--- config.mk ---
export PLATFORM = sky130hd
export DESIGN_NAME = aer_err_signal
export DESIGN_NICKNAME = d
export VERILOG_FILES = /design/src/rtl/aer_sig_pkg.sv /design/src/rtl/aer_code_check.sv /design/src/rtl/aer_classify.sv /design/src/rtl/aer_err_signal.sv
export SDC_FILE = /design/constraint.sdc
export NUM_CORES = 1
export LEC_CHECK = 0
export BUFFER_PORTS_ARGS = -buffer_cell sky130_fd_sc_hd__clkbuf_2
export CAP_MARGIN = 30
export CORE_AREA = 10 10 138 140
export DETAILED_ROUTE_END_ITERATION = 12
export DIE_AREA = 0 0 148 150
export GPL_TIMING_DRIVEN = 0
export PLACE_DENSITY = 0.8
export SYNTH_ARGS = -nofsm -noshare
export SYNTH_HDL_FRONTEND = slang
export SYNTH_SLANG_ARGS = --single-unit
--- constraint.sdc ---
create_clock -name clk -period 4.3 [get_ports clk]
set_input_delay 0.645 -clock clk [delete_from_list [all_inputs] [get_ports clk]]
set_output_delay 0.645 -clock clk [all_outputs]
set_load 0.01 [all_outputs]
--- src/rtl/aer_sig_pkg.sv ---
package aer_sig_pkg;
    localparam int CODE_W = 32;

    localparam logic [CODE_W-1:0] UNC_SUP     = 32'h03FF_F030;
    localparam logic [CODE_W-1:0] UNC_SEV_DEF = 32'h0046_2030;
    localparam logic [CODE_W-1:0] COR_SUP     = 32'h0000_F1C1;

    localparam int UR_BIT  = 20;
    localparam int ADV_BIT = 13;
    localparam int HLO_BIT = 15;

    localparam int DS_W   = 4;
    localparam int DS_COR = 0;
    localparam int DS_NF  = 1;
    localparam int DS_FAT = 2;
    localparam int DS_UR  = 3;

    typedef enum logic [1:0] {
        SEV_COR = 2'd0,
        SEV_NF  = 2'd1,
        SEV_FAT = 2'd2
    } sev_e;

    typedef enum logic [1:0] {
        ST_IDLE  = 2'd0,
        ST_SEND  = 2'd1,
        ST_CHAIN = 2'd2
    } st_e;

    typedef struct packed {
        logic              ok;
        logic [CODE_W-1:0] cor_set;
        logic [CODE_W-1:0] unc_set;
        logic [DS_W-1:0]   dev_set;
        logic              log;
        logic              send;
        sev_e              sev;
    } verdict_t;
endpackage

--- src/rtl/aer_code_check.sv ---
module aer_code_check #(
    parameter int W = 32
) (
    input  logic [W-1:0] code_i,
    input  logic [W-1:0] sup_i,
    output logic [W-1:0] code_o,
    output logic         ok_o
);
    localparam logic [W-1:0] ONE = {{(W-1){1'b0}}, 1'b1};

    always_comb begin
        code_o = code_i & sup_i;
        ok_o   = (code_o != '0) && ((code_o & (code_o - ONE)) == '0);
    end
endmodule

--- src/rtl/aer_classify.sv ---
module aer_classify
    import aer_sig_pkg::*;
(
    input  logic [CODE_W-1:0] code_i,
    input  logic              ok_i,
    input  logic              uncor_i,
    input  logic              adv_i,
    input  logic              cor_en_i,
    input  logic              nf_en_i,
    input  logic              fat_en_i,
    input  logic              ur_en_i,
    input  logic              serr_i,
    input  logic [CODE_W-1:0] cor_mask_i,
    input  logic [CODE_W-1:0] unc_mask_i,
    input  logic [CODE_W-1:0] sev_i,
    output verdict_t          v_o
);
    logic fatal, ur, unc_hit, cor_hit, adv_hit;

    always_comb begin
        fatal   = |(code_i & sev_i);
        ur      = uncor_i && code_i[UR_BIT];
        unc_hit = |(code_i & unc_mask_i);
        cor_hit = |(code_i & cor_mask_i);
        adv_hit = cor_mask_i[ADV_BIT];

        v_o     = '0;
        v_o.ok  = ok_i;
        v_o.sev = SEV_COR;
        if (ok_i) begin
            if (!uncor_i) begin
                v_o.dev_set[DS_COR] = 1'b1;
                v_o.cor_set         = code_i;
                v_o.send            = !cor_hit && cor_en_i;
            end else if (!fatal && adv_i) begin
                v_o.dev_set[DS_COR]  = 1'b1;
                v_o.dev_set[DS_UR]   = ur;
                v_o.cor_set[ADV_BIT] = 1'b1;
                v_o.unc_set          = code_i;
                v_o.log              = !adv_hit && !unc_hit;
                v_o.send             = !adv_hit && !(ur && !ur_en_i) && cor_en_i;
            end else begin
                v_o.dev_set[DS_FAT] = fatal;
                v_o.dev_set[DS_NF]  = !fatal;
                v_o.dev_set[DS_UR]  = ur;
                v_o.unc_set         = code_i;
                v_o.sev             = fatal ? SEV_FAT : SEV_NF;
                if (!unc_hit) begin
                    v_o.log  = 1'b1;
                    v_o.send = !(ur && !ur_en_i && !serr_i)
                               && (serr_i || (fatal ? fat_en_i : nf_en_i));
                end
            end
        end
    end
endmodule

--- src/rtl/aer_err_signal.sv ---
module aer_err_signal
    import aer_sig_pkg::*;
#(
    parameter int SRC_W = 16
) (
    input  logic              clk,
    input  logic              rst_n,
    input  logic              evt_valid_i,
    output logic              evt_ready_o,
    input  logic [CODE_W-1:0] evt_code_i,
    input  logic              evt_uncor_i,
    input  logic              evt_adv_i,
    input  logic [SRC_W-1:0]  evt_src_i,
    input  logic              evt_hdr_i,
    input  logic              rpt_cor_en_i,
    input  logic              rpt_nf_en_i,
    input  logic              rpt_fat_en_i,
    input  logic              rpt_ur_en_i,
    input  logic              serr_en_i,
    input  logic [CODE_W-1:0] cor_mask_i,
    input  logic [CODE_W-1:0] unc_mask_i,
    input  logic              sev_we_i,
    input  logic [CODE_W-1:0] sev_wdata_i,
    output logic [CODE_W-1:0] sev_o,
    output logic [CODE_W-1:0] cor_sts_o,
    output logic [CODE_W-1:0] unc_sts_o,
    output logic [DS_W-1:0]   dev_sts_o,
    input  logic [CODE_W-1:0] cor_clr_i,
    input  logic [CODE_W-1:0] unc_clr_i,
    input  logic [DS_W-1:0]   dev_clr_i,
    output logic              log_req_o,
    output logic [CODE_W-1:0] log_code_o,
    output logic              log_hdr_o,
    input  logic              log_ovf_i,
    output logic              msg_valid_o,
    input  logic              msg_ready_i,
    output logic [1:0]        msg_sev_o,
    output logic [SRC_W-1:0]  msg_src_o,
    output logic              rej_o
);
    localparam logic [CODE_W-1:0] HLO_CODE = CODE_W'(1) << HLO_BIT;

    typedef struct packed {
        st_e               st;
        logic [CODE_W-1:0] cor_sts;
        logic [CODE_W-1:0] unc_sts;
        logic [DS_W-1:0]   dev_sts;
        logic [CODE_W-1:0] sev;
        sev_e              msg_sev;
        logic [SRC_W-1:0]  msg_src;
        logic [SRC_W-1:0]  src;
        logic              ovf;
        logic              rej;
    } state_t;

    state_t s_d, s_q;

    logic              in_chain;
    logic [CODE_W-1:0] raw_code, sup, flt_code;
    logic              code_ok, cls_uncor;
    verdict_t          vd;

    always_comb begin
        in_chain  = (s_q.st == ST_CHAIN);
        raw_code  = in_chain ? HLO_CODE : evt_code_i;
        cls_uncor = in_chain ? 1'b0 : evt_uncor_i;
        sup       = cls_uncor ? UNC_SUP : COR_SUP;
    end

    aer_code_check #(.W(CODE_W)) u_check (
        .code_i (raw_code),
        .sup_i  (sup),
        .code_o (flt_code),
        .ok_o   (code_ok)
    );

    aer_classify u_class (
        .code_i     (flt_code),
        .ok_i       (code_ok),
        .uncor_i    (cls_uncor),
        .adv_i      (in_chain ? 1'b0 : evt_adv_i),
        .cor_en_i   (rpt_cor_en_i),
        .nf_en_i    (rpt_nf_en_i),
        .fat_en_i   (rpt_fat_en_i),
        .ur_en_i    (rpt_ur_en_i),
        .serr_i     (serr_en_i),
        .cor_mask_i (cor_mask_i),
        .unc_mask_i (unc_mask_i),
        .sev_i      (s_q.sev),
        .v_o        (vd)
    );

    always_comb begin
        logic apply;
        s_d     = s_q;
        s_d.rej = 1'b0;
        apply   = 1'b0;

        if (sev_we_i) s_d.sev = sev_wdata_i & UNC_SUP;

        s_d.cor_sts = s_q.cor_sts & ~cor_clr_i;
        s_d.unc_sts = s_q.unc_sts & ~unc_clr_i;
        s_d.dev_sts = s_q.dev_sts & ~dev_clr_i;

        unique case (s_q.st)
            ST_IDLE: begin
                if (evt_valid_i) begin
                    if (!vd.ok) begin
                        s_d.rej = 1'b1;
                    end else begin
                        apply     = 1'b1;
                        s_d.src   = evt_src_i;
                        s_d.ovf   = vd.log && log_ovf_i;
                        if (vd.send) begin
                            s_d.st      = ST_SEND;
                            s_d.msg_sev = vd.sev;
                            s_d.msg_src = evt_src_i;
                        end else if (vd.log && log_ovf_i) begin
                            s_d.st  = ST_CHAIN;
                            s_d.ovf = 1'b0;
                        end
                    end
                end
            end
            ST_SEND: begin
                if (msg_ready_i) begin
                    s_d.st  = s_q.ovf ? ST_CHAIN : ST_IDLE;
                    s_d.ovf = 1'b0;
                end
            end
            ST_CHAIN: begin
                apply = 1'b1;
                if (vd.send) begin
                    s_d.st      = ST_SEND;
                    s_d.msg_sev = vd.sev;
                    s_d.msg_src = s_q.src;
                end else begin
                    s_d.st = ST_IDLE;
                end
            end
            default: s_d.st = ST_IDLE;
        endcase

        if (apply) begin
            s_d.cor_sts = s_d.cor_sts | vd.cor_set;
            s_d.unc_sts = s_d.unc_sts | vd.unc_set;
            s_d.dev_sts = s_d.dev_sts | vd.dev_set;
        end
    end

    always_ff @(posedge clk) begin
        if (!rst_n) begin
            s_q         <= '0;
            s_q.st      <= ST_IDLE;
            s_q.sev     <= UNC_SEV_DEF;
            s_q.msg_sev <= SEV_COR;
        end else begin
            s_q <= s_d;
        end
    end

    always_comb begin
        evt_ready_o = (s_q.st == ST_IDLE);
        log_req_o   = evt_ready_o && evt_valid_i && vd.ok && vd.log;
        log_code_o  = flt_code;
        log_hdr_o   = evt_hdr_i;
        msg_valid_o = (s_q.st == ST_SEND);
        msg_sev_o   = s_q.msg_sev;
        msg_src_o   = s_q.msg_src;
        rej_o       = s_q.rej;
        sev_o       = s_q.sev;
        cor_sts_o   = s_q.cor_sts;
        unc_sts_o   = s_q.unc_sts;
        dev_sts_o   = s_q.dev_sts;
    end
endmodule

# Word level (Yosys, flattened, before mapping)
# Cells that the tools add are included.
dict set report totals {
  ff_bits 122
  inputBits 226
  out_inout_bits 155
  elab_cells 110
}
dict set report classes {
  n_addsub 1
  eq_ne 8
  muxes 41
  bitwise_logic 14
  n_reduce_logical 36
}
# operator n
set op_table {}
lappend op_table {{bitwise AND 32 bit} 5}
lappend op_table {{OR reduction 32 bit} 3}
lappend op_table {{2-to-1 mux 72 bit} 1}
lappend op_table {{2-to-1 mux 35 bit} 2}
lappend op_table {{2-to-1 mux 68 bit} 1}
lappend op_table {{bitwise AND 32 x 26 -> 32 bit} 2}
lappend op_table {{inverter 32 bit} 2}
lappend op_table {{bitwise OR 32 bit} 2}
lappend op_table {{2-to-1 mux 18 bit} 3}
lappend op_table {{2-to-1 mux 36 bit} 1}
lappend op_table {{one-hot mux 18 bit (2 select lines)} 1}
lappend op_table {{zero test 32 bit} 1}
lappend op_table {{2-to-1 mux 32 bit} 1}
lappend op_table {{nonzero test 32 bit} 1}
lappend op_table {{subtractor 32 x 1 -> 32 bit (second input constant)} 1}
lappend op_table {{2-to-1 mux 26 bit} 1}
lappend op_table {{2-to-1 mux 2 bit} 12}
lappend op_table {{logical AND 1 bit} 14}
lappend op_table {{2-to-1 mux 1 bit} 14}
lappend op_table {{2-to-1 mux 13 bit} 1}
lappend op_table {{zero test 1 bit} 8}
lappend op_table {{inequality test 2 x 1 -> 1 bit (second input constant)} 4}
lappend op_table {{AND reduction 4 bit} 2}
lappend op_table {{one-hot mux 2 bit (3 select lines)} 1}
lappend op_table {{13 further kinds} 16}

# Logic depth before layout (Yosys ltp)
# Gate-level depths: netlist of the first run.
dict set report depth {
  ltp_word 19
  ltp_mapped 13
  ltp_nobuf 9
}

# Cells and area by module
# A second synthesis of the first run with hierarchy kept.
dict set report unflattened {
  hier_cells 1006
  hier_area_um2 8181.6
}
# mod n_inst cells_per_inst area_each_um2 seq_area_each_um2
set modules_own_cells {}
lappend modules_own_cells {aer_err_signal 1 722 6402.4 2442.3}
lappend modules_own_cells {aer_classify 1 169 1113.6 0.0}
lappend modules_own_cells {aer_code_check 1 115 665.6 0.0}

# Worst setup path after synthesis of the first run
# OpenSTA, ideal clock, no wires.
dict set report synth_timing {
  path_kind {in2out}
  from {in evt_code_i[12]}
  to {out log_req_o}
  arrival_time_ns 3.000
  required_time_ns 3.655
  setup_slack_ns 0.655
  cell_stages 9
  path_buffers 2
  path_cell_list {buf_4 > nor4_4 > o2111ai_2 > o41ai_1 > a21oi_1 > or4_4 > nor3_1 > clkbuf_1 > and4b_1}
}
dict set report synth_via {
  elab_chain_len 10
  elab_cells_between_ends 21
  cone_classes {1 x add/sub; 5 x mux; 4 x bitwise; 11 x reduce/logical}
}
# item line
set synth_lines {}
lappend synth_lines {{start, declared} aer_err_signal.sv:10} ;# input logic [CODE_W-1:0] evt_code_i,
lappend synth_lines {{2-to-1 mux 32 bit (*)} aer_err_signal.sv:65} ;# raw_code = in_chain ? HLO_CODE : evt_code_i;
lappend synth_lines {{bitwise AND 32 x 26 -> 32 bit (*)} aer_code_check.sv:12} ;# code_o = code_i & sup_i;
lappend synth_lines {{parallel branches: the longest is 7 deep, another holds subtractor 32 x 1 -> 32 bit} -}
lappend synth_lines {{logical AND 1 bit (*)} aer_err_signal.sv:164} ;# log_req_o = evt_ready_o && evt_valid_i && vd.ok && vd.log;
lappend synth_lines {{end, declared} aer_err_signal.sv:31} ;# output logic log_req_o,
# Mark *: on every way between the ends.

# Final worst setup path of the first run
# Ends and elaborated chain as after synthesis.

==> results, run 1 <==
- The final-report setup violation count is 0.
- The worst hold path begins at cor_clr_i[31].
- The number of gates resized after CTS was 0.
- Ranked by instance count, the synthesized netlist is headed by sky130_fd_sc_hd__buf_4, sky130_fd_sc_hd__dfxtp_1, sky130_fd_sc_hd__nor2_1.
- The die is 150 um tall.
- Of all nets on the critical path, the largest fanout is 10.
- The first TritonRoute pass finished after 5 iterations.
- The most repeated library cell on the critical path is sky130_fd_sc_hd__clkbuf_2.
- The startpoint class of the critical path is an input pin.
- The final number of hold-violating endpoints is 0.
- For hold timing, the worst endpoint is cor_sts_o[31].
- The number of routed nets with antenna violations is 0.
- The type of the setup path with the least slack is input pin to output port.
- The combined global-route utilization of all metal layers is 20.9%.
- The congestion estimate from routability-driven global placement came to 0.903.
- Of the synthesized area, sequential elements account for 38.7%.
- In the final routed layout, each cell accounts on average for 18.8 um.
- The number of cells on the worst hold path is 2.
- The number of vias in the routed layout is 6200.
- The proportion of register bits with asynchronous set or reset after synthesis is 0%.
- For this run, design rule violations remaining after detail routing come to 0.
- The design draws 2.80 mW.
- In the final timing run, aggregate negative setup slack is 0 ns.
- Among all cell types in the netlist, the one instantiated most often is sky130_fd_sc_hd__buf_4.
- The worst register-to-register path has a depth of 12.
- The count of state elements after synthesis is 122.
- Dividing the detail-routed via count by the number of cells gives 4.89.
- The clock latency at the later pin of the worst-skew pair is 0.42 ns.
- The max-slew violation count came to 0.
- Yosys attributes the largest share of cell area to sky130_fd_sc_hd__dfxtp_1, sky130_fd_sc_hd__buf_4, sky130_fd_sc_hd__mux2i_1.
- After technology mapping, the gate count stands at 707.
- The TritonCTS clock tree is yes.
- In this design, the stage delay of the slowest critical-path cell is 0.61 ns.
- The worst register-to-register path ends at msg_src_o[9].
- Walking the worst path, the cells encountered are clkbuf_2 -> buf_4 -> nor4_4 -> o2111ai_2 -> o41ai_1 -> a21oi_1 -> or4_4 -> nor3_1 -> clkbuf_2 -> and4b_1 -> clkbuf_2.
- The synthesized area divided by synthesized cell count is 8.92 sq um.
- The setup skew after layout is 0.0117 ns.
- The initial antenna violation count is 3.
- The number of buffers created by CTS is 17.
- The number of synthesized flops with an enable pin is 0.
- The area of the multi-input gates is 0.00269 sq mm.
- Data on the critical path is required at its endpoint by 3.65 ns.
- For this design the top-level I/O count stands at 381.
- The leftover overflow at the end of global routing is 0.
- The remaining max-slew budget at the tightest pin is 37.0%.
- After clock tree synthesis, the flow added hold-fix buffers numbering 0.
- In this run the core area contains 47 standard-cell rows.
- The relative area change from synthesis to final layout is 37.1%.
- The beginning of the worst register-to-register path is s_q[136].
- The kind of end point of the critical path is an output port.
- sky130_fd_sc_hd__dfxtp_1 takes more of the synthesized area than any other cell.
- The floorplan step set the die width to 148 um.
- The clock tree root driver cell is sky130_fd_sc_hd__clkbuf_16.
- The ratio of cells with drive above 1 in the final layout is 44.4%.
- The half-perimeter wire length after placement is 19100 um.
- Setup repair after global routing left no endpoint under its margin.
- The total area inside the core boundary comes to 0.0163 sq mm.
- The setup slack of the worst register-to-register path is 0.44 ns.
- For this design, the sink count on the clock tree is 122.
- The post-synthesis instance area is 0.00630 sq mm.
- Based on the critical path, the design can be clocked at up to 245 MHz.
- The number of global-route vias before repair is 6382.
- The post-detailed-routing wire length is 23900 um.
- The area share of the largest cell type after synthesis is 38.7%.
- The initial standard-cell utilization of the core is 38.6%.
- The data arrival time of the critical path is 3.44 ns.
- The synthesized netlist contains 61 unique library cells.
- The share of the cycle needed by the critical path after routing is 94.9%.
- Entering global routing, the biggest net connects 17 pins.
- The number of nets at the end of the flow is 1259.
- The clock input transition at the sequential cells of the worst setup and hold paths is 0.07 ns.
- For this design the static power due to leakage is 4.24 nW.
- The maximum root-to-sink buffer count is 2.
- The slowest library cell on the worst path is sky130_fd_sc_hd__or4_4.
- The number of max-capacitance violations reported is 0.
- The sequential cell area in the final layout is 0.00244 sq mm.
- The Yosys step of the flow raised 0 warnings.
- The flow ran to the end, and the final reports show no timing, DRC or antenna violations.
- The global-route wire length before repair is 35900 um.
- In this run the number of H-tree levels came out at 4.
- The count of input and output buffers is 280.
- The worst voltage drop across the vdd grid is 237 uV.
- The class of the most critical hold timing path is input pin to flip-flop.
- The layout has 1578 filler cells.
- The die outline area is 0.0222 sq mm.
- Power spread over the standard cell area amounts to 324 mW/mm^2.
- The minimum period implied by the final worst setup slack is 4.08 ns.
- The iteration-0 DRC count of the detailed router is 346.
- Among all flip-flop cells after synthesis, the most frequent one is sky130_fd_sc_hd__dfxtp_1.
- The number of buffers added for setup after CTS is 0.
- The slew at the pin closest to its max-slew limit is 0.937 ns.
## cells in the final DEF (no fill, tap or decap), drive strengths merged, types with 15 or more instances in the layout
| cell | synthesis | layout |
|---|---|---|
| mux2i | 34 | 34 |
| nor2 | 46 | 46 |
| and3 | 15 | 15 |
| buf | 145 | 145 |
| a21oi | 25 | 25 |
| a32o | 15 | 15 |
| clkbuf | 29 | 327 |
| and2 | 22 | 22 |
| inv | 25 | 28 |
| a31oi | 19 | 19 |
| nand2 | 30 | 30 |
| a211oi | 18 | 18 |
| conb | 1 | 28 |
| nor3b | 40 | 40 |
| dfxtp | 122 | 122 |
| o21ai | 15 | 15 |
## power breakdown
group	switching [mW]	leakage [nW]	internal (mW)
sequential	0.00948	0.986	1.14
clock	0.547	0.267	0.795
combinational	0.172	2.99	0.137
total	0.729	4.24	2.07
## logic make-up (layout without fill, tap and decap cells)
family | count (synthesis) | after routing | synth area share [%]
buffers and inverters | 199 | 511 | 20.2
other | 1 | 31 | 0.0595
multiplexers | 34 | 34 | 5.40
flip-flops | 122 | 122 | 38.7
AND/OR/NAND/NOR | 212 | 212 | 19.7
AO/OA/AOI/OAI | 139 | 139 | 15.9
## layer usage
| metal | global-route usage, % | part of all wire (%) | up-vias | wire [um] |
|---|---|---|---|---|
| met5 | 0 | 0 | - | 0 |
| li1 | - | - | 2995 | - |
| met4 | 7.68 | 2.6 | 0 | 615 |
| met2 | 34.0 | 47 | 313 | 11100 |
| met1 | 23.6 | 40 | 2854 | 9470 |
| met3 | 9.60 | 11 | 38 | 2650 |
## cell type report
| cell class | instances | share of cell area [%] |
|---|---|---|
| clock inverters | 14 | 1.40 |
| inverters | 25 | 1.09 |
| plain buffers | 174 | 13.7 |
| clock buffers | 18 | 4.97 |
| diodes | 3 | 0.0869 |
| multi-input cells | 413 | 31.1 |
| well taps | 220 | 3.18 |
| flip-flops and latches | 122 | 28.3 |
| repair buffers | 280 | 16.2 |
## registers in the layout, summed over array words and instances, names as in the netlist
register   count
cor_sts_o     32
unc_sts_o     32
s_q           19
msg_src_o     16
sev_o         16
dev_sts_o      4
msg_sev_o      2
rej_o          1
## how the worst max path moves through the flow
stage	startpoint	endpoint	slack (ns)	cells after the start
after CTS	evt_code_i[5]	log_req_o	0.04	10
after detailed placement	evt_code_i[5]	log_req_o	0.07	10
after global routing	evt_code_i[4]	log_req_o	0.02	10
final	evt_code_i[12]	log_req_o	0.22	11
after floorplan	evt_code_i[12]	log_req_o	0.65	9
after global placement	evt_code_i[5]	log_req_o	0.03	10
## metrics by stage
step | area (sq um) | std cells | utilization [%] | worst slack (ns) | hold slack [ns]
after detailed placement | 8080 | 1234 | 49.4 | 0.0720 | 0.436
after CTS | 8630 | 1266 | 52.8 | 0.0393 | 0.362
after global placement | 8080 | 1234 | 49.4 | 0.0326 | 0.427
after global routing | 8640 | 1268 | 52.9 | 0.0178 | 0.359
final | 8640 | 1269 | 52.9 | 0.218 | 0.375
after floorplan | 6410 | 734 | - | 0.655 | 0.419
## critical path: cells and delay by family
kind | cells | cell delay [ns]
AOI/OAI and AO/OA | 3 | 0.64
and+or+nand+nor | 4 | 1.41
buffers and inverters | 4 | 0.73
No activity file was read; power rests on OpenSTA's default activity.
==> inputs of run 2 (changes only) <==
Settings changed: PLACE_DENSITY 0.8 to unset, PLACE_DENSITY_LB_ADDON set to 0.12.
==> run 2 against run 1 <==
  * Sequential power about the same
  * Final area rose by 0.85%
  * Count of clock-buffer cells in the layout unchanged
  * Wire length decreased by 2.9%
  * Largest cell class unchanged
==> results, run 2 (same netlist as run 1, synthesis figures left out) <==
- The worst setup path is captured at an output port.
- The number of global-route vias before repair is 6224.
- The slew at the pin closest to its max-slew limit is 0.913 ns.
- In the final layout, the share of cells above drive strength 1 is 44.3%.
- The core box area is 0.0163 sq mm.
- The mean number of vias per cell is 4.81.
- The leftover overflow at the end of global routing is 0.
- The number of buffers added for setup after CTS is 0.
- The post-detailed-routing wire length is 23200 um.
- In this run, placement finished with an instance count of 1234.
- The combined global-route utilization of all metal layers is 20.2%.
- Of the total power, combinational logic draws 10.2%.
- In this run switching power makes up 24.6% of total power.
- In this run the vertical extent of the chip is 150 um.
- The design area is 0.00872 sq mm.
- The half-perimeter wire length after placement is 18500 um.
- The endpoint of the most critical register-to-register path is msg_src_o[7].
- The utilization after layout is 53.3%.
- Grouping stages by cell kind, the critical path spends the most delay in simple AND/OR/NAND/NOR gates.
- Adding up every negative setup slack in the final design gives 0 ns.
- The initial antenna violation count was 3.
- The initial utilization of the core area, before any placement, comes to 38.6%.
- For this run, design rule violations remaining after detail routing come to 0.
- The final routed wire length divided by cell count is 18.2 um.
- The TritonCTS clock tree is yes.
- Data on the critical path is required at its endpoint by 3.65 ns.
- The total I/O pin count is 381.
- Walking the worst path, the cells encountered are clkbuf_1 -> nor3b_1 -> or3_1 -> o211ai_1 -> o221ai_1 -> or4_4 -> nor3_1 -> clkbuf_4 -> and4b_1 -> clkbuf_2.
- The final number of hold-violating endpoints is 0.
- The die outline area is 0.0222 sq mm.
- After detailed placement, the total cell area comes to 0.00808 sq mm.
- The startpoint class of the critical path is an input pin.
- Across the run, the number of max-cap violations was 0.
- Per report_power, the sequential group accounts for 38.5% of the total.
- The area of the multi-input gates is 0.00269 sq mm.
- The total number of placement rows is 47.
- At the end of routability-driven placement, the weighted congestion stood at 0.849.
- Counting I/O delays and the setup requirement, the final critical path takes 4.11 ns.
- The number of buffers inserted for hold repair after clock tree synthesis is 0.
- The max-slew violation count was 0.
- The setup skew after layout is 0.00926 ns.
- The startpoint identified for the worst hold timing path is unc_clr_i[30].
- Clock-pin slew was measured on the worst setup and hold paths at 0.06 ns.
- By startpoint and endpoint, the worst setup path is classified as input pin to output port.
- The number of cells on the worst hold path is 2.
- In this run the power spent charging and discharging nets is 0.733 mW.
- Across all layers, the routed design uses 6102 vias.
- The biggest cell delay along the critical path is 0.58 ns.
- Counting cells, the worst reg-to-reg path comes to 12.
- The iteration-0 DRC count of the detailed router is 291.
- The largest individual stage delay along the critical path comes from the cell sky130_fd_sc_hd__or4_4.
- The final-report setup violation count is 0.
- The number of routed nets with antenna violations is 0.
- The first global-routing pass estimated 35000 um of wire.
- The most frequent standard cell in the layout excluding fill and tap cells is sky130_fd_sc_hd__clkbuf_2.
- The class of the most critical hold timing path is input pin to flip-flop.
- Summing internal, switching and leakage power gives 2.98 mW.
- The run finished with clean final reports.
- CTS placed an instance of sky130_fd_sc_hd__clkbuf_16 at the clock tree root.
- The power density normalized to cell area is 342 mW/mm^2.
- In the layout the commonest cells are sky130_fd_sc_hd__clkbuf_2, sky130_fd_sc_hd__buf_4, sky130_fd_sc_hd__dfxtp_1.
- Derived from the worst setup path, the maximum achievable clock frequency is 244 MHz.
- The final standard cell count with taps included and fillers excluded is 1269.
- The endpoint with the worst hold slack is unc_sts_o[30].
- The maximum root-to-sink buffer count is 2.
- In this run the register-to-register setup slack is 0.43 ns.
- Per report_power, the clock group accounts for 51.2% of the total.
- STA puts the critical path data arrival time at 3.46 ns.
- The net count of the finished layout is 1259.
- The first-pass detailed-route iteration total is 5.
- The horizontal die dimension is 148 um.
- In this run the static leakage power is 4.27 nW.
- VDD sags by at most 265 uV.
- The relative area change from synthesis to final layout is 38.3%.
- Of all nets on the critical path, the largest fanout is 10.
- The internal power of the cells totals 2.25 mW.
- The startpoint identified for the worst register-to-register timing path is s_q[136].
- The clock latency at the later pin of the worst-skew pair is 0.42 ns.
- Of the available clock period, the critical path in the final layout requires 95.5%.
- The count of input and output buffers is 280.
- The number of buffers created by CTS is 17.
- The sequential cell area in the final layout is 0.00244 sq mm.
- Entering global routing, the biggest net connects 17 pins.
- Setup repair after global routing left no endpoint under its margin.
- The number of buffers and inverters on the critical path is 3.
- CTS built an H-tree with a depth of 4.
- The number of fill cells in the layout is 1631.
- The number of clock sinks seen by CTS is 122.
- The worst pin sits at a relative slew slack of 38.6%.
run 2: how the worst max path moves through the flow:
stage | from | to | slack, ns | cells past startpoint
after floorplan | evt_code_i[12] | log_req_o | 0.65 | 9
after global placement | evt_code_i[12] | log_req_o | 0.05 | 11
after detailed placement | evt_code_i[12] | log_req_o | 0.03 | 11
after CTS | s_q[136] | log_req_o | 0.15 | 11
after global routing | s_q[136] | log_req_o | 0.005 | 11
final | evt_code_i[5] | log_req_o | 0.19 | 10
run 2: final cells by class:
cell class / instances / area share, %
multi-input cells: 413 / 30.9
flip-flops and latches: 122 / 28.0
repair buffers: 280 / 16.1
plain buffers: 174 / 13.6
clock buffers: 18 / 4.92
well taps: 220 / 3.16
clock inverters: 14 / 2.22
inverters: 25 / 1.08
diodes: 3 / 0.0861
run 2: what timing repair did:
item / in CTS / in global routing
gates resized for setup: 1 / 2
setup endpoints to repair: 1 / 1
cloned: 0 / 0
run 2: metal layers:
layer | part of all wire, % | vias up | track usage [%]
met5 | 0 | - | 0
met4 | 2.0 | 0 | 7.38
met3 | 11 | 29 | 8.73
met2 | 45 | 285 | 32.1
met1 | 42 | 2784 | 23.7
li1 | - | 3004 | -
run 2: worst register-to-register path, delay by kind of cell, from the launching register on:
family,cells,cell delay (ns)
buffers and inverters,4,1.31
AND/OR/NAND/NOR,3,1.17
AO/OA/AOI/OAI,5,1.00
flip-flops,1,0.30
run 2: power groups by stage:
stage	Clock [mW]	Sequential, mW	Combinational (mW)
finish	1.53	1.15	0.305
global route	1.61	1.15	0.335
CTS	1.55	1.15	0.304
detailed placement	0	1.17	0.303
global placement	0	1.17	0.302
floorplan	0	1.17	0.155
run 2: per-stage QoR:
| stage | setup slack, ns | hold slack (ns) |
|---|---|---|
| 6_report | 0.195 | 0.373 |
| 2_1_floorplan | 0.655 | 0.419 |
| 5_1_grt | 0.00540 | 0.357 |
| 3_5_place_dp | 0.0330 | 0.431 |
| 3_3_place_gp | 0.0486 | 0.428 |
| 4_1_cts | 0.147 | 0.353 |
